===== config.mk =====
export PLATFORM = sky130hd
export DESIGN_NAME = dma_done_irq
export DESIGN_NICKNAME = d
export VERILOG_FILES = /design/src/rtl/dma_done_irq_pkg.sv /design/src/rtl/dma_done_irq_dp.sv /design/src/rtl/dma_done_irq_ctrl.sv /design/src/rtl/dma_done_irq.sv
export SDC_FILE = /design/constraint.sdc
export NUM_CORES = 1
export LEC_CHECK = 0
export BUFFER_PORTS_ARGS = -buffer_cell sky130_fd_sc_hd__buf_2
export CAP_MARGIN = 10
export CORE_MARGIN = 2
export CORE_UTILIZATION = 50
export DETAILED_ROUTE_END_ITERATION = 10
export PLACE_DENSITY = 0.76
export SYNTH_ARGS = -nofsm -noshare
export SYNTH_HDL_FRONTEND = slang
export SYNTH_SLANG_ARGS = --single-unit

===== constraint.sdc =====
create_clock -name clk -period 1.97 [get_ports clk]
set_clock_uncertainty 0.15 [all_clocks]
set_input_delay 0.197 -clock clk [delete_from_list [all_inputs] [get_ports clk]]
set_output_delay 0.197 -clock clk [all_outputs]
set_load 0.02 [all_outputs]

===== src/rtl/dma_done_irq_pkg.sv =====
package dma_done_irq_pkg;

  // Per-channel strobes from control to the counter datapath.
  typedef struct packed {
    logic loadSw;    // software count write
    logic loadDesc;  // descriptor load (chained block)
    logic dec;       // count down by one
  } chStrobe_t;

  // Per-channel status from the datapath back to control.
  typedef struct packed {
    logic cntZero;
    logic cntOne;
    logic chained;
    logic lastBlk;
  } chStat_t;

endpackage


===== src/rtl/dma_done_irq_dp.sv =====
module dma_done_irq_dp
  import dma_done_irq_pkg::*;
#(
  parameter int NUM_CH = 4,
  parameter int CNT_W  = 8,
  parameter int PTR_W  = 8
) (
  input  logic             clk,
  input  logic             rstN,
  input  chStrobe_t        strb [NUM_CH],
  input  logic [CNT_W-1:0] cntWrData,
  input  logic [CNT_W-1:0] descCount,
  input  logic [PTR_W-1:0] descNext,
  output chStat_t          stat [NUM_CH]
);

  localparam logic [CNT_W-1:0] CNT_ONE = CNT_W'(1);

  logic descIsLast;
  assign descIsLast = (descNext == '0);

  for (genvar ch = 0; ch < NUM_CH; ch++) begin : g_chan
    logic [CNT_W-1:0] cntQ;
    logic             chainedQ;
    logic             lastQ;

    always_ff @(posedge clk) begin
      if (!rstN) begin
        cntQ     <= '0;
        chainedQ <= 1'b0;
        lastQ    <= 1'b0;
      end else if (strb[ch].loadSw) begin
        cntQ     <= cntWrData;
        chainedQ <= 1'b0;
        lastQ    <= 1'b0;
      end else if (strb[ch].loadDesc) begin
        cntQ     <= descCount;
        chainedQ <= 1'b1;
        lastQ    <= descIsLast;
      end else if (strb[ch].dec) begin
        cntQ     <= cntQ - CNT_ONE;
      end
    end

    assign stat[ch].cntZero = (cntQ == '0);
    assign stat[ch].cntOne  = (cntQ == CNT_ONE);
    assign stat[ch].chained = chainedQ;
    assign stat[ch].lastBlk = lastQ;
  end

endmodule


===== src/rtl/dma_done_irq_ctrl.sv =====
module dma_done_irq_ctrl
  import dma_done_irq_pkg::*;
#(
  parameter int NUM_CH = 4
) (
  input  logic              clk,
  input  logic              rstN,
  input  logic [NUM_CH-1:0] cntWrEn,
  input  logic [NUM_CH-1:0] descLoad,
  input  logic [NUM_CH-1:0] perBlockIrq,
  input  logic [NUM_CH-1:0] xferDone,
  input  logic [NUM_CH-1:0] bufAccess,
  input  logic              maskWrEn,
  input  logic [NUM_CH-1:0] maskWrData,
  input  logic              clrWrEn,
  input  logic [NUM_CH-1:0] clrWrData,
  input  chStat_t           stat [NUM_CH],
  output chStrobe_t         strb [NUM_CH],
  output logic [NUM_CH-1:0] irqLatch,
  output logic [NUM_CH-1:0] maskQ,
  output logic              irqReq
);

  logic [NUM_CH-1:0] setVec;
  logic [NUM_CH-1:0] clrVec;
  logic [NUM_CH-1:0] latchQ;

  for (genvar ch = 0; ch < NUM_CH; ch++) begin : g_evt
    logic anyLoad;
    logic doneEvt;
    logic policyOk;
    logic idleHit;

    assign anyLoad  = cntWrEn[ch] | descLoad[ch];
    assign doneEvt  = xferDone[ch] & ~anyLoad & stat[ch].cntOne;
    assign policyOk = ~stat[ch].chained | perBlockIrq[ch] | stat[ch].lastBlk;
    assign idleHit  = bufAccess[ch] & stat[ch].cntZero;

    assign strb[ch].loadSw   = cntWrEn[ch];
    assign strb[ch].loadDesc = descLoad[ch] & ~cntWrEn[ch];
    assign strb[ch].dec      = xferDone[ch] & ~anyLoad & ~stat[ch].cntZero;

    assign setVec[ch] = (doneEvt & policyOk) | idleHit;
  end

  assign clrVec = clrWrEn ? clrWrData : '0;

  always_ff @(posedge clk) begin
    if (!rstN) begin
      latchQ <= '0;
      maskQ  <= '0;
      irqReq <= 1'b0;
    end else begin
      latchQ <= (latchQ & ~clrVec) | setVec;
      if (maskWrEn) maskQ <= maskWrData;
      irqReq <= |(latchQ & maskQ);
    end
  end

  assign irqLatch = latchQ;

endmodule


===== src/rtl/dma_done_irq.sv =====
module dma_done_irq
  import dma_done_irq_pkg::*;
#(
  parameter int NUM_CH = 4,
  parameter int CNT_W  = 8,
  parameter int PTR_W  = 8
) (
  input  logic              clk,
  input  logic              rstN,
  input  logic [NUM_CH-1:0] cntWrEn,
  input  logic [CNT_W-1:0]  cntWrData,
  input  logic [NUM_CH-1:0] descLoad,
  input  logic [CNT_W-1:0]  descCount,
  input  logic [PTR_W-1:0]  descNext,
  input  logic [NUM_CH-1:0] perBlockIrq,
  input  logic [NUM_CH-1:0] xferDone,
  input  logic [NUM_CH-1:0] bufAccess,
  input  logic              maskWrEn,
  input  logic [NUM_CH-1:0] maskWrData,
  input  logic              clrWrEn,
  input  logic [NUM_CH-1:0] clrWrData,
  output logic [NUM_CH-1:0] irqLatch,
  output logic              irqReq
);

  chStrobe_t         strb [NUM_CH];
  chStat_t           stat [NUM_CH];
  logic [NUM_CH-1:0] maskQ;

  dma_done_irq_ctrl #(.NUM_CH(NUM_CH)) u_ctrl (
    .clk        (clk),
    .rstN       (rstN),
    .cntWrEn    (cntWrEn),
    .descLoad   (descLoad),
    .perBlockIrq(perBlockIrq),
    .xferDone   (xferDone),
    .bufAccess  (bufAccess),
    .maskWrEn   (maskWrEn),
    .maskWrData (maskWrData),
    .clrWrEn    (clrWrEn),
    .clrWrData  (clrWrData),
    .stat       (stat),
    .strb       (strb),
    .irqLatch   (irqLatch),
    .maskQ      (maskQ),
    .irqReq     (irqReq)
  );

  dma_done_irq_dp #(.NUM_CH(NUM_CH), .CNT_W(CNT_W), .PTR_W(PTR_W)) u_dp (
    .clk      (clk),
    .rstN     (rstN),
    .strb     (strb),
    .cntWrData(cntWrData),
    .descCount(descCount),
    .descNext (descNext),
    .stat     (stat)
  );

endmodule


==> flow_summary.json, run 1 <==
{
  "outcome": "complete, but fails checks",
  "violations": "negative hold slack",
  "synth-seq-cells": 49,
  "hold_ws_ns": -0.000261,
  "synth_cell_type_count": 59,
  "stdcell_count": 560,
  "ant_nets": 0,
  "grt_pass1_vias": 3195,
  "syn2layout_area_growth_pct": 20.3,
  "path_max_fanout": 7,
  "synth_ff_type": "dfxtp_1",
  "fin_crit_sh_pct": 97.2,
  "setup_viol": 0,
  "overflow": 0,
  "drive_above_1_share_pct": 25.1,
  "place_congestion": 0.910,
  "h-tree-depth": 2,
  "hold_depth": 3,
  "critPathLaunchType": "flip-flop",
  "die_h_um": 84.0,
  "dp.final_hpwl_um": 7050,
  "synthesis.area_mm2": 0.00320,
  "n_antenna_cell": 0,
  "ctsRootBufferMaster": "clkbuf_8",
  "clock_latency_ns": 0.30,
  "final_hold_viol_count": 1,
  "clock.fmax_mhz": 522,
  "grt_use_met2_pct": 42.7,
  "antenna_found_initial": 0,
  "fill_cells": 588,
  "drc": 0,
  "hold_class": "in2reg",
  "critPathArrivalTime_ns": 1.95,
  "numPortBuffers": 60,
  "firstDrtPassIters": 5,
  "r2r_cells": 6,
  "wl_per_cell_um": 17.1,
  "cts.sinks": 49,
  "p_leak_uw": 0.00160,
  "io_pins": 61,
  "cellPowerDensity_mw_per_mm2": 660,
  "use_met3_pct": 4.25,
  "fin_nets": 549,
  "drtIter0Drc": 276,
  "multiInputGateArea_mm2": 0.00207,
  "ys_async_sr_fraction_pct": 0,
  "gr-usage-all-layers_pct": 27.2,
  "placed_cells": 550,
  "busiest_layer": "met2",
  "cp.required_ns": 2.01,
  "clkPwrFrac_pct": 23.7,
  "synth_nets": 475,
  "clockBufferDepth": 2,
  "dpl_cell_area_mm2": 0.00372,
  "start_util_pct": 51.0,
  "maxCapViolCount": 0,
  "vias": 3466,
  "routed_wl_um": 9580,
  "synth_edf_count": 0,
  "cts_buffers": 5,
  "pwr-share-seq_pct": 44.8,
  "slew_headroom_pct": 58.2,
  "cts_tree": "built",
  "grt_start_max_net_pins": 21,
  "synth_cells": 408,
  "ys_seq_area_share_pct": 30.6,
  "ir_worst_vdd_uv": 397,
  "worst_slew_pin_slew_ns": 0.626,
  "switching_power_uw": 869,
  "die_area_mm2": 0.00706,
  "comb_power_share_pct": 31.5,
  "avgSynthCellArea_um2": 7.85,
  "cp-end-kind": "flip-flop",
  "row_count": 29,
  "slew_violations": 0,
  "via_per_inst": 6.19,
  "design_area_mm2": 0.00385,
  "ys_warn_count": 0,
  "post-route-min-period_ns": 1.91,
  "path_clk_slew_ns": 0.10,
  "grt_use_met1_pct": 36.3,
  "die_w_um": 84.0,
  "p_int_uw": 1670,
  "coreArea_mm2": 0.00628,
  "crit_type": "reg2reg",
  "grt_pass1_wl_um": 15600,
  "p_sw_share_pct": 34.2,
  "regArea_um2": 981
}
==> cell usage after synthesis, types with 3 or more instances <==
library cell	n	area, um^2
o211ai_1	10	75.1
a311oi_1	6	52.6
o221ai_1	8	70.1
clkbuf_1	22	82.6
or2_2	3	18.8
xnor2_1	4	35.0
or4_4	3	33.8
nor3b_1	8	60.1
mux2i_1	12	120
ha_1	11	138
o21ai_0	13	65.1
nand4_1	4	25.0
a21oi_1	28	140
dfxtp_1	49	981
o31a_1	3	26.3
nor4_1	5	31.3
and3_1	5	31.3
o21a_1	6	45.0
nor3_1	16	80.1
o31ai_1	11	82.6
nand2b_1	4	25.0
nor2_1	30	113
or3b_2	5	43.8
inv_1	20	75.1
a2111oi_0	5	43.8
or4_1	4	30.0
a22oi_1	5	37.5
nand3_1	11	55.1
a31oi_1	7	43.8
nand2_1	48	180
a21boi_0	3	22.5
==> metal layers <==
metal,wire length (um),part of all wire (%),vias to the layer above
li1,-,-,1681
met1,4050,42,1607
met2,4480,47,150
met3,716,7.5,28
met4,341,3.6,0
met5,0,0,-
==> cell families after synthesis <==
| family | Yosys count | share of synthesized area, % |
|---|---|---|
| buf+inv | 47 | 5.55 |
| flops | 49 | 30.6 |
| simple gates | 152 | 24.3 |
| compound gates | 132 | 30.1 |
| xor+xnor | 5 | 1.37 |
| mux | 12 | 3.75 |
| fa+ha+maj | 11 | 4.30 |
==> flip-flops by register name, indices dropped and copies added (netlist names) <==
name,flops
u_dp.g_chan.cntQ,32
u_ctrl.irqLatch,4
u_dp.g_chan.lastQ,4
u_dp.g_chan.chainedQ,4
u_ctrl.maskQ,4
u_ctrl.irqReq,1
==> per-stage QoR <==
stage | utilization [%] | total power [uW] | setup TNS, ns | hold WS [ns] | worst slack (ns)
global placement | 59.3 | 1910 | 0 | 0.283 | 0.0496
detailed placement | 59.3 | 1930 | 0 | 0.293 | 0.0297
CTS | 61.0 | 2520 | 0 | 0.0000332 | 0.000345
global route | 61.4 | 2680 | -0.0300 | 0.0114 | -0.0258
finish | 61.4 | 2540 | 0 | -0.000261 | 0.0551
floorplan | - | 1640 | 0 | 0.179 | 0.111
==> layout by cell type (no fill, tap or decap), types with 4 or more instances in the layout <==
cell type / Yosys / routed
a22oi_1: 5 / 5
a21oi_1: 28 / 28
nand2_1: 48 / 48
a311oi_1: 6 / 5
mux2i_1: 12 / 12
nor3_1: 16 / 16
buf_2: 1 / 60
nor3b_1: 8 / 8
o31ai_1: 11 / 10
a31oi_1: 7 / 7
o221ai_1: 8 / 8
xnor2_1: 4 / 4
dfxtp_1: 49 / 49
nand3_1: 11 / 11
or3b_2: 5 / 4
or4_1: 4 / 4
o211ai_1: 10 / 10
nand4_1: 4 / 4
o21a_1: 6 / 6
o21ai_0: 13 / 13
buf_4: 0 / 28
inv_1: 20 / 20
and3_1: 5 / 5
clkbuf_8: 0 / 5
nand2b_1: 4 / 4
nor4_1: 5 / 5
ha_1: 11 / 10
nor2_1: 30 / 30
==> final timing paths <==
check	start	end	slack (ns)
hold / removal	maskWrData[1]	u_ctrl.maskQ[1]	-0.0003
setup / recovery	u_dp.g_chan[2].cntQ[1]	u_dp.g_chan[2].cntQ[2]	0.06
setup reg to reg	u_dp.g_chan[2].cntQ[1]	u_dp.g_chan[2].cntQ[2]	0.06
hold reg to reg	u_dp.g_chan[0].chainedQ	u_dp.g_chan[0].chainedQ	0.33
==> layout make-up <==
class / count / share of cell area (%)
Clock buffer: 5 / 1.79
Inverter: 24 / 2.34
Timing Repair Buffer: 90 / 13.8
Sequential cell: 49 / 25.5
Clock inverter: 3 / 0.455
Tap cell: 77 / 2.50
Multi-Input combinational cell: 312 / 53.7
==> power groups by stage <==
stage	clock (uW)	combinational, uW	sequential (uW)
after floorplan	0	479	1160
after global placement	0	759	1160
after detailed placement	0	770	1160
after CTS	603	778	1130
after global routing	646	881	1150
final	603	800	1140
==> worst max-delay path, cell delays in order, from the launching register on <==
cell	delay (ns)
dfxtp_1	0.32
inv_1	0.09
ha_1	0.16
or3b_2	0.47
o21a_1	0.28
o31ai_2	0.27
a21oi_1	0.06
==> timing repair <==
item | CTS | global route
setup endpoints to repair | 0 | 8
gates resized for setup | 0 | 7
buffers inserted | 0 | 0
hold buffers | 2 | 0
endpoints found under the hold margin | 2 | 0
Power figures use the tool's default switching activity.
==> run 2: changes to the inputs <==
- BUFFER_PORTS_ARGS: -buffer_cell sky130_fd_sc_hd__buf_2 -> -buffer_cell sky130_fd_sc_hd__buf_4
- CELL_PAD_IN_SITES_DETAIL_PLACEMENT: default -> 1
- CELL_PAD_IN_SITES_GLOBAL_PLACEMENT: default -> 1
- CORE_UTILIZATION: 50 -> 37
- GPL_TIMING_DRIVEN: default -> 1
- PLACE_DENSITY: 0.76 -> default
- PLACE_DENSITY_LB_ADDON: default -> 0.1
==> run 2 against run 1 <==
Against the previous run:
- the run now ends clean
- hold slack improved by 0.013 ns
- clock power rose by 14%
- die area rose by 33%
- sequential power barely moved
- critical path type unchanged
- combinational power rose by 9.4%
==> flow_summary.json, run 2 (synthesis results as in run 1) <==
{
  "outcome": "finished clean",
  "fin_util_pct": 49.3,
  "setup_viol": 0,
  "grt_pass1_vias": 3668,
  "fin_nets": 551,
  "design_area_mm2": 0.00409,
  "gr-usage-all-layers_pct": 25.2,
  "place_congestion": 0.886,
  "stdcell_count": 590,
  "fin_crit_sh_pct": 97.1,
  "clock_latency_ns": 0.32,
  "dp.final_hpwl_um": 8740,
  "r2r_cells": 6,
  "path_clk_slew_ns": 0.10,
  "wl_per_cell_um": 19.8,
  "largest_register_ffs": 32,
  "die_h_um": 97.0,
  "die_w_um": 97.0,
  "die_area_mm2": 0.00941,
  "cts_buffers": 5,
  "critPathLaunch": "u_dp.g_chan[0].cntQ[1]",
  "grt_start_max_net_pins": 25,
  "critPathLaunchType": "flip-flop",
  "ant_nets": 0,
  "crit_type": "reg2reg",
  "cp-end-kind": "flip-flop",
  "via_per_inst": 5.88,
  "io_pins": 61,
  "slew_headroom_pct": 56.5,
  "h-tree-depth": 2,
  "dpl_cell_area_mm2": 0.00388,
  "n_antenna_cell": 0,
  "critPathArrivalTime_ns": 2.04,
  "vias": 3468,
  "cp.required_ns": 2.09,
  "placed_cells": 575,
  "cts.sinks": 49,
  "hold_class": "in2reg",
  "drive_above_1_share_pct": 25.4,
  "endpoint": "u_dp.g_chan[0].cntQ[5]",
  "fill_cells": 1037,
  "final_common_cell": "buf_4",
  "slew_violations": 0,
  "regMostFlops": "u_dp.g_chan.cntQ",
  "coreArea_mm2": 0.00830,
  "r2r_slack_ns": 0.06,
  "drc": 0,
  "p_leak_uw": 0.00167,
  "row_count": 33,
  "grt_pass1_wl_um": 19100,
  "ir_worst_vdd_uv": 353,
  "start_util_pct": 38.6,
  "overflow": 0,
  "clockBufferDepth": 2,
  "r2r-start": "u_dp.g_chan[0].cntQ[1]",
  "maxCapViolCount": 0,
  "tns_ns": 0,
  "antenna_found_initial": 0,
  "worst_slew_pin_slew_ns": 0.646,
  "ctsRootBufferMaster": "clkbuf_8",
  "r2r_end": "u_dp.g_chan[0].cntQ[5]",
  "cellPowerDensity_mw_per_mm2": 662,
  "final_hold_viol_count": 0,
  "cts_tree": "built",
  "p_total_uw": 2710,
  "drtIter0Drc": 103,
  "syn2layout_area_growth_pct": 27.8,
  "final_cell_mix": "buf_4 (88), dfxtp_1 (49), nand2_1 (47)",
  "path_max_fanout": 7,
  "post-route-min-period_ns": 1.91,
  "routed_wl_um": 11700,
  "clock.fmax_mhz": 523,
  "firstDrtPassIters": 4,
  "numPortBuffers": 60
}
==> run 2: cell count changes in the layout (fill, tap and decap cells not counted), sizes merged <==
| cell | change |
|---|---|
| clkinvlp | -1 |
| clkbuf | +2 |
| dlygate4sd3 | +2 |
| clkinv | -1 |
==> run 2: worst max-delay path: stages, from the launching register on <==
cell	delay [ns]
dfxtp_1	0.33
inv_1	0.10
ha_2	0.19
or3b_4	0.41
o21a_4	0.25
a2111oi_4	0.30
a31o_1	0.14
==> run 2: final cells by class <==
cell class | count | area (um^2) | share of cell area [%]
repair buffers | 92 | 701 | 17.1
flip-flops and latches | 49 | 981 | 24.0
well taps | 105 | 131 | 3.21
clock inverters | 1 | 5.00 | 0.122
inverters | 24 | 90.1 | 2.20
multi-input cells | 312 | 2090 | 51.0
clock buffers | 7 | 96.3 | 2.35
==> run 2: worst min-delay path by stage <==
stage	from	to	depth (start not counted)
floorplan	cntWrData[6]	u_dp.g_chan[3].cntQ[6]	2
detailed placement	maskWrData[0]	u_ctrl.maskQ[0]	3
global placement	maskWrData[1]	u_ctrl.maskQ[1]	3
global route	cntWrData[6]	u_dp.g_chan[3].cntQ[6]	3
CTS	cntWrData[6]	u_dp.g_chan[3].cntQ[6]	3
finish	cntWrData[6]	u_dp.g_chan[3].cntQ[6]	3
==> run 2: metrics by stage <==
step	hold WS, ns	setup slack, ns
5_1_grt	0.00763	-0.00325
6_report	0.0128	0.0571
4_1_cts	0.00144	0.00931
3_5_place_dp	0.296	0.0253
2_1_floorplan	0.179	0.111
3_3_place_gp	0.282	0.114
==> run 2: what timing repair did <==
item | CTS | global route
hold endpoints to repair | 4 | 0
buffers inserted | 0 | 3
resized for setup | 0 | 12
setup endpoints to repair | 0 | 14
hold buffers | 4 | 0
==> run 2: report_power, final <==
| part | leakage, uW | internal (uW) | switching, uW |
|---|---|---|---|
| registers | 0.000405 | 1070 | 76.3 |
| clock network | 0.0000542 | 319 | 370 |
| logic | 0.00121 | 403 | 473 |
| total | 0.00167 | 1790 | 919 |
==> run 2: per-layer routing <==
metal  part of all wire [%]  vias to the layer above  track usage (%)
met1                     45                     1688             33.6
met3                    4.0                       23             3.76
li1                       -                     1678                -
met4                    2.5                        0             8.02
met2                     49                       79             41.9
met5                      0                        -                0
